--- src/rtl/uwm_pkg.sv ---
`timescale 1ns/1ps
package uwm_pkg;
  localparam int DATA_W  = 16;
  localparam int CNT_W   = 5;
  localparam int CS_W    = 2;
  localparam int NUM_CS  = 1 << CS_W;
  localparam int NUM_SET = 5;

  // strobes and levels from the sequencer to the datapath
  typedef struct packed {
    logic loadShift;
    logic shiftTx;
    logic sampleRx;
    logic clearRx;
    logic txDone;
    logic rxDone;
    logic inWrite;
  } uwmStrobe_t;

  function automatic logic [DATA_W-1:0] setupMask(input int idx);
    case (idx)
      0: setupMask = 16'h003F;
      1: setupMask = 16'h0FC0;
      2: setupMask = 16'h0003;
      3: setupMask = 16'h0001;
      default: setupMask = 16'h000F;
    endcase
  endfunction
endpackage

--- src/rtl/uwm_ctrl.sv ---
`timescale 1ns/1ps
module uwm_ctrl
  import uwm_pkg::*;
#(
  parameter int CLK_DIV = 4
) (
  input  logic             clk,
  input  logic             rstN,
  input  logic             startReq,
  input  logic [CNT_W-1:0] wrBits,
  input  logic [CNT_W-1:0] rdBits,
  input  logic [CS_W-1:0]  csIdx,
  input  logic             csCmd,
  output uwmStrobe_t       strobe,
  output logic             sclk,
  output logic [NUM_CS-1:0] csN
);
  localparam int DIV_W = (CLK_DIV > 1) ? $clog2(CLK_DIV) : 1;

  typedef enum logic [1:0] {ST_IDLE, ST_WRITE, ST_READ} state_t;
  state_t state;

  logic [DIV_W-1:0] divCnt;
  logic [CNT_W-1:0] bitCnt;
  logic [CNT_W-1:0] rdLatch;
  logic [CS_W-1:0]  csIdxLatch;
  logic             cmdLatch;
  logic             sclkReg;

  logic active, edgeNow, accept, lastBit;
  assign active  = (state != ST_IDLE);
  assign edgeNow = active && (divCnt == DIV_W'(CLK_DIV - 1));
  assign accept  = (state == ST_IDLE) && startReq && ((wrBits != '0) || (rdBits != '0));
  assign lastBit = (bitCnt == CNT_W'(1));

  always_comb begin
    strobe = '0;
    strobe.inWrite   = (state == ST_WRITE);
    strobe.loadShift = accept;
    if (accept && wrBits == '0) strobe.clearRx = 1'b1;
    if (state == ST_WRITE && edgeNow && sclkReg) begin
      strobe.shiftTx = 1'b1;
      if (lastBit) begin
        strobe.txDone = 1'b1;
        if (rdLatch != '0) strobe.clearRx = 1'b1;
      end
    end
    if (state == ST_READ && edgeNow && !sclkReg) strobe.sampleRx = 1'b1;
    if (state == ST_READ && edgeNow && sclkReg && lastBit) strobe.rxDone = 1'b1;
  end

  always_ff @(posedge clk) begin
    if (!rstN) begin
      state      <= ST_IDLE;
      divCnt     <= '0;
      bitCnt     <= '0;
      rdLatch    <= '0;
      csIdxLatch <= '0;
      cmdLatch   <= 1'b0;
      sclkReg    <= 1'b0;
    end else if (state == ST_IDLE) begin
      if (accept) begin
        rdLatch    <= rdBits;
        csIdxLatch <= csIdx;
        cmdLatch   <= csCmd;
        divCnt     <= '0;
        sclkReg    <= 1'b0;
        if (wrBits != '0) begin
          state  <= ST_WRITE;
          bitCnt <= wrBits;
        end else begin
          state  <= ST_READ;
          bitCnt <= rdBits;
        end
      end
    end else if (edgeNow) begin
      divCnt  <= '0;
      sclkReg <= ~sclkReg;
      if (sclkReg) begin
        if (lastBit) begin
          if (state == ST_WRITE && rdLatch != '0) begin
            state  <= ST_READ;
            bitCnt <= rdLatch;
          end else begin
            state <= ST_IDLE;
          end
        end else begin
          bitCnt <= bitCnt - CNT_W'(1);
        end
      end
    end else begin
      divCnt <= divCnt + DIV_W'(1);
    end
  end

  assign sclk = sclkReg;

  for (genvar g = 0; g < NUM_CS; g++) begin : gen_cs
    assign csN[g] = !(active && cmdLatch && (csIdxLatch == CS_W'(g)));
  end

  // at most one select line low at a time
  assert_cs_onehot_R9: assert property (@(posedge clk) disable iff (!rstN)
    $onehot0(~csN));
  // the serial clock holds its level between divider wraps
  assert_sclk_hold_R10: assert property (@(posedge clk) disable iff (!rstN)
    (active && divCnt != '0) |-> $stable(sclk));
  // a start request during the write phase leaves the bit count alone
  assert_start_ignored_R11: assert property (@(posedge clk) disable iff (!rstN)
    (state == ST_WRITE && startReq && !edgeNow) |=> $stable(bitCnt));
endmodule

--- src/rtl/uwm_datapath.sv ---
`timescale 1ns/1ps
module uwm_datapath
  import uwm_pkg::*;
#(
  parameter int ADDR_W = 5
) (
  input  logic              clk,
  input  logic              rstN,
  input  logic              busSel,
  input  logic              busWr,
  input  logic [ADDR_W-1:0] busAddr,
  input  logic [DATA_W-1:0] busWdata,
  output logic [DATA_W-1:0] busRdata,
  input  logic              sdi,
  output logic              sdo,
  input  uwmStrobe_t        strobe,
  output logic              startReq,
  output logic [CNT_W-1:0]  wrBits,
  output logic [CNT_W-1:0]  rdBits,
  output logic [CS_W-1:0]   csIdx,
  output logic              csCmd,
  output logic              txIrq,
  output logic              rxIrq,
  output logic              txDmaReq
);
  localparam int IDX_W = ADDR_W - 2;

  logic [12:0]       ctrlReg;
  logic [DATA_W-1:0] txBuf, rxBuf, txShift, rxShift;
  logic [DATA_W-1:0] setupReg [NUM_SET];
  logic              busyFlag, readyFlag;

  logic [IDX_W-1:0] wordIdx;
  logic aligned, wrEn, rdEn, dataWr, dataRd, ctrlWr, autoGo;
  assign wordIdx = busAddr[ADDR_W-1:2];
  assign aligned = (busAddr[1:0] == 2'b00);
  assign wrEn    = busSel && busWr && aligned;
  assign rdEn    = busSel && !busWr && aligned;
  assign dataWr  = wrEn && (wordIdx == IDX_W'(0));
  assign dataRd  = rdEn && (wordIdx == IDX_W'(0));
  assign ctrlWr  = wrEn && (wordIdx == IDX_W'(1));
  assign autoGo  = setupReg[4][2] && (setupReg[4][3] || ctrlReg[12]);

  always_ff @(posedge clk) begin
    if (!rstN) begin
      ctrlReg   <= '0;
      txBuf     <= '0;
      rxBuf     <= '0;
      txShift   <= '0;
      rxShift   <= '0;
      busyFlag  <= 1'b0;
      readyFlag <= 1'b0;
      startReq  <= 1'b0;
      txIrq     <= 1'b0;
      rxIrq     <= 1'b0;
      txDmaReq  <= 1'b0;
      for (int i = 0; i < NUM_SET; i++) setupReg[i] <= '0;
    end else begin
      startReq <= (ctrlWr && busWdata[13]) || (dataWr && autoGo);
      if (ctrlWr) ctrlReg <= busWdata[12:0];
      if (dataWr) txBuf <= busWdata;
      for (int i = 0; i < NUM_SET; i++)
        if (wrEn && wordIdx == IDX_W'(i + 2)) setupReg[i] <= busWdata & setupMask(i);

      if (dataWr) busyFlag <= 1'b1;
      else if (strobe.txDone) busyFlag <= 1'b0;

      if (strobe.rxDone) readyFlag <= 1'b1;
      else if (dataRd) readyFlag <= 1'b0;

      if (strobe.loadShift) txShift <= txBuf;
      else if (strobe.shiftTx) txShift <= {txShift[DATA_W-2:0], 1'b0};

      if (strobe.clearRx) rxShift <= '0;
      else if (strobe.sampleRx) rxShift <= {rxShift[DATA_W-2:0], sdi};
      if (strobe.rxDone) rxBuf <= rxShift;

      txIrq    <= strobe.txDone && !setupReg[4][0];
      txDmaReq <= strobe.txDone && setupReg[4][0];
      rxIrq    <= strobe.rxDone && !setupReg[4][1];
    end
  end

  always_comb begin
    busRdata = '0;
    if (aligned) begin
      if (wordIdx == IDX_W'(0)) busRdata = rxBuf;
      else if (wordIdx == IDX_W'(1)) busRdata = {readyFlag, busyFlag, 1'b0, ctrlReg};
      else
        for (int i = 0; i < NUM_SET; i++)
          if (wordIdx == IDX_W'(i + 2)) busRdata = setupReg[i];
    end
  end

  assign sdo    = strobe.inWrite && txShift[DATA_W-1];
  assign wrBits = ctrlReg[9:5];
  assign rdBits = ctrlReg[4:0];
  assign csIdx  = ctrlReg[11:10];
  assign csCmd  = ctrlReg[12];

  // a data write always leaves busy set
  assert_busy_set_R4: assert property (@(posedge clk) disable iff (!rstN)
    dataWr |=> busyFlag);
  // completion pulse lasts one cycle
  assert_txirq_pulse_R4: assert property (@(posedge clk) disable iff (!rstN)
    txIrq |=> !txIrq);
  // reading received data clears ready unless a new word lands
  assert_ready_clear_R6: assert property (@(posedge clk) disable iff (!rstN)
    (dataRd && !strobe.rxDone) |=> !readyFlag);
  // write completion goes to exactly one of the two outputs
  assert_irq_excl_R12: assert property (@(posedge clk) disable iff (!rstN)
    !(txIrq && txDmaReq));
endmodule

--- src/rtl/uwire_master.sv ---
`timescale 1ns/1ps
module uwire_master
  import uwm_pkg::*;
#(
  parameter int CLK_DIV = 4,
  parameter int ADDR_W  = 5
) (
  input  logic              clk,
  input  logic              rstN,
  input  logic              busSel,
  input  logic              busWr,
  input  logic [ADDR_W-1:0] busAddr,
  input  logic [15:0]       busWdata,
  output logic [15:0]       busRdata,
  input  logic              sdi,
  output logic              sdo,
  output logic              sclk,
  output logic [3:0]        csN,
  output logic              txIrq,
  output logic              rxIrq,
  output logic              txDmaReq
);
  uwmStrobe_t       strobe;
  logic             startReq, csCmd;
  logic [CNT_W-1:0] wrBits, rdBits;
  logic [CS_W-1:0]  csIdx;

  uwm_datapath #(.ADDR_W(ADDR_W)) u_dp (
    .clk(clk), .rstN(rstN), .busSel(busSel), .busWr(busWr), .busAddr(busAddr),
    .busWdata(busWdata), .busRdata(busRdata), .sdi(sdi), .sdo(sdo),
    .strobe(strobe), .startReq(startReq), .wrBits(wrBits), .rdBits(rdBits),
    .csIdx(csIdx), .csCmd(csCmd), .txIrq(txIrq), .rxIrq(rxIrq), .txDmaReq(txDmaReq)
  );

  uwm_ctrl #(.CLK_DIV(CLK_DIV)) u_ctrl (
    .clk(clk), .rstN(rstN), .startReq(startReq), .wrBits(wrBits), .rdBits(rdBits),
    .csIdx(csIdx), .csCmd(csCmd), .strobe(strobe), .sclk(sclk), .csN(csN)
  );
endmodule

--- config.mk ---
export PLATFORM = sky130hd
export DESIGN_NAME = uwire_master
export DESIGN_NICKNAME = d
export VERILOG_FILES = /design/src/rtl/uwm_pkg.sv /design/src/rtl/uwm_ctrl.sv /design/src/rtl/uwm_datapath.sv /design/src/rtl/uwire_master.sv
export SDC_FILE = /design/constraint.sdc
export NUM_CORES = 1
export LEC_CHECK = 0
export BUFFER_PORTS_ARGS = -buffer_cell sky130_fd_sc_hd__buf_4
export CORE_ASPECT_RATIO = 0.8
export CORE_UTILIZATION = 24
export CTS_CLUSTER_SIZE = 12
export DETAILED_ROUTE_END_ITERATION = 16
export PLACE_DENSITY_LB_ADDON = 0.2
export SYNTH_ARGS = -nofsm -noshare
export SYNTH_HDL_FRONTEND = slang
export SYNTH_SLANG_ARGS = --single-unit
--- constraint.sdc ---
create_clock -name clk -period 3.9 [get_ports clk]
set_input_delay 0.585 -clock clk [delete_from_list [all_inputs] [get_ports clk]]
set_output_delay 0.585 -clock clk [all_outputs]
set_load 0.02 [all_outputs]
==> impl_results.md <==
- Crit-path leading delay family: buffers and inverters
- Post-synth top area cell: dfxtp_1
- Port bufs: 50
- Fin area: 0.00643 mm²
- Worst slew pin tran: 0.911 ns
- Seq/Total Area, Yosys: about half
- Core Box Area: 0.0216 mm²
- Post-synth top area share: between 30% and 40%
- CTS Sinks: 120
- Nets@finish: 700
- Row count: 48
- Largest net degree at the start of global routing: 65
- Area grow syn2layout: 21.1%
- Non-Filler Instances: between 900 and 1,000
- Clk pin slew, worst setup/hold paths: around 0.060 ns
- Unrepaired setup endpoints after global routing: false
- Final period util: 70.6%
- Post-synthesis cell area: 0.00531 mm²
- Gpl congestion: roughly 0.79
- H-tree depth: 4
- Longest Clk Path Bufs: 2
- Place WS: 1.20 ns
- ANT nets after route: 0
- Via Count: between 4,000 and 5,000
- FF+latch count, synth: 120
- Worst path slowest cell: nand2_1
- Pwr per Cell Area: between 400 and 500 mW/mm²
- Crit Path Category: primary input to primary output
- Startpoint type of the worst setup path: primary input
- Initial antenna violation count: 0
- Worst r2r path cells: 6
- Setup crit start: busAddr[2]
- Synth Flop Type: dfxtp_1
- CP Data Required Time: approximately 3.3 ns
- Hold Slack: between 0.4 and 0.5 ns
- Gr ovfl total: 0
- Peak supply drop: around 250 µV
- Fillers: roughly 2,300
- Critical Path Sink: busRdata[0]
- Commonest cells after routing, fill and taps aside: nand2_1, dfxtp_1, a21oi_1
- Critical Path Stages: 6
- Placed Cells: between 900 and 1,000
- IO Count: 51
- Placed standard-cell area: between 0.005 and 0.006 mm²
- Commonest non-fill, non-tap cell in the layout: nand2_1
- Cells after synthesis: 640
- HPWL Detailed: between 10,000 and 15,000 µm
- # resized after CTS: 0
- Post-Route Setup TNS: 0 ns
- Drt via density: 4.87
- Max incr delay on CP: between 0.3 and 0.4 ns
- Asr flop ratio synth: 0%
- Final setup viols: 0
- Hold Fails Final Rpt: 0
- Top cells by area, synth: dfxtp_1, nand2_1, edfxtp_1, a21oi_1, mux2i_1
- Diodes inserted: 0
- Number of synthesized flops with an enable pin: 19
- FMAX: 0.363 GHz
- Post-Syn Area per Cell: ~8.3 µm²
- Critical path capture point type: primary output
- Slack of the critical path: ~1.1 ns
- Worst path arrival time: about 2.2 ns
- Share of layout cells above drive strength 1: between 10 and 15%
- Hold Path Class: primary input to flop
- Pre-antenna DRT Iters: 5
- Die Span X: 168 µm
- Top cell by count, worst path: buf_4
- Tmin final: approximately 2.8 ns
- Die area: 0.0227 mm²
- Reg2Reg Capture Point: u_dp.rxBuf[8]
- Final wirelength: between 15,000 and 20,000 µm
- Warnings from Yosys: 0
- Die Height: roughly 140 µm
- Worst slew margin: between 30 and 40%
- CP Cell Sequence: buf_4 > inv_1 > nand2_1 > o21ai_0 > a21oi_1 > buf_4
- GRT Util Overall: approximately 14%
- WL/cell: approximately 17 µm
- Num CTS Buffers: 17
- Critical Path Fanout Max: 27
- Worst-skew pair later-pin latency: 0.42 ns
- Slew Limit Fails: 0
- Lkg Pwr: approximately 0.0024 µW
- Post-synthesis cell type count: 58
- CTS tree: yes
- Global-route wire length before repair: approximately 25,000 µm
- Initial DRC count: 346
- R2R setup slack: ~1.7 ns
- Status: finished, final reports clean
- Root buffer cell: clkbuf_16
- Max cap viols: 0
- Hold buffer count at cts: 0
- Worst reg2reg startpoint: u_ctrl.bitCnt[1]
- Drt drc: 0
- Clock Skew: between 0.01 and 0.015 ns
- Syn nets: approximately 670
- Number of buffers and inverters on the critical path: 3
- Initial Utilization: between 20 and 25%
- Vias in the first global route: between 4,000 and 5,000
- Setup repair bufs after CTS: 0
==> layout make-up <==
class / count / area, µm² / area share, %
sequential: 120 / 2590 / 40.3
multi-input combinational: 463 / 2460 / 38.3
clock buffer: 19 / 443 / 6.89
timing repair buffer: 56 / 420 / 6.54
tap: 275 / 344 / 5.35
clock inverter: 13 / 119 / 1.85
inverter: 13 / 48.8 / 0.759
==> where the power goes <==
group	internal, µW	switching (µW)	total (µW)
clock network	898	603	1500
logic	39.2	75.9	115
registers	1270	7.49	1280
==> worst min-delay path, cell delays in order <==
cell     delay, ns
buf_4         0.11
nand2_1       0.04
a21oi_1       0.05
==> cell usage after synthesis (3+ instances only) <==
library cell and number:
nor4_1 3, a311oi_1 3, dfxtp_1 101, nand3_1 6
o21ai_0 16, and2_1 15, inv_1 13, nand2b_1 4
buf_2 10, mux2i_1 19, a21oi_1 97, buf_6 3
nand3b_1 3, nor3_1 10, buf_1 3, nor2_1 48
edfxtp_1 19, nand2_1 162, a22oi_1 3, ha_1 3
o31ai_1 5, nand4b_1 4, a31oi_1 8, a211oi_1 16
clkbuf_1 27
==> kinds of logic after synthesis <==
| group | Yosys count | synth area share, % |
|---|---|---|
| adder cells (fa/ha/maj) | 3 | 0.707 |
| AO/OA/AOI/OAI | 164 | 18.1 |
| XOR/XNOR | 1 | 0.165 |
| flip-flops | 120 | 48.8 |
| buffers and inverters | 57 | 4.76 |
| multiplexers | 20 | 4.01 |
| AND/OR/NAND/NOR | 275 | 23.4 |
==> routing by layer <==
layer  global-route usage (%)  wire length (µm)  share of wire, %
met3                     3.72               762               4.8
met1                     19.8              7820                49
met5                        0                 0                 0
met4                     4.65               202               1.3
met2                     21.5              7120                45
==> sequential cells by signal, summed over array words and instances, names as in the netlist, 2 cells and up <==
signal	count
u_dp.setupReg	19
u_dp.rxBuf	16
u_dp.rxShift	16
u_dp.txBuf	16
u_dp.txShift	16
u_dp.ctrlReg	13
u_ctrl.bitCnt	5
u_ctrl.rdLatch	5
u_ctrl.csIdxLatch	2
u_ctrl.divCnt	2
u_ctrl.state	2
==> worst min-delay path by stage <==
stage | cells after the start | startpoint | slack [ns] | end
final | 3 | sdi | 0.42 | u_dp.rxShift[0]
after global routing | 3 | sdi | 0.41 | u_dp.rxShift[0]
after CTS | 3 | sdi | 0.40 | u_dp.rxShift[0]
after detailed placement | 2 | u_dp.txBuf[1] | 0.45 | u_dp.txBuf[1]
after global placement | 2 | u_dp.txBuf[2] | 0.44 | u_dp.txBuf[2]
after floorplan | 1 | u_dp.setupReg[0][65] | 0.41 | u_dp.rxIrq
==> metrics by stage <==
step                power (µW)  util, %
floorplan                 1360        -
global placement          1420     27.1
detailed placement        1420     27.1
CTS                       2930     29.7
global route              2990     29.7
finish                    2890     29.7
Power figures use the tool's default switching activity.
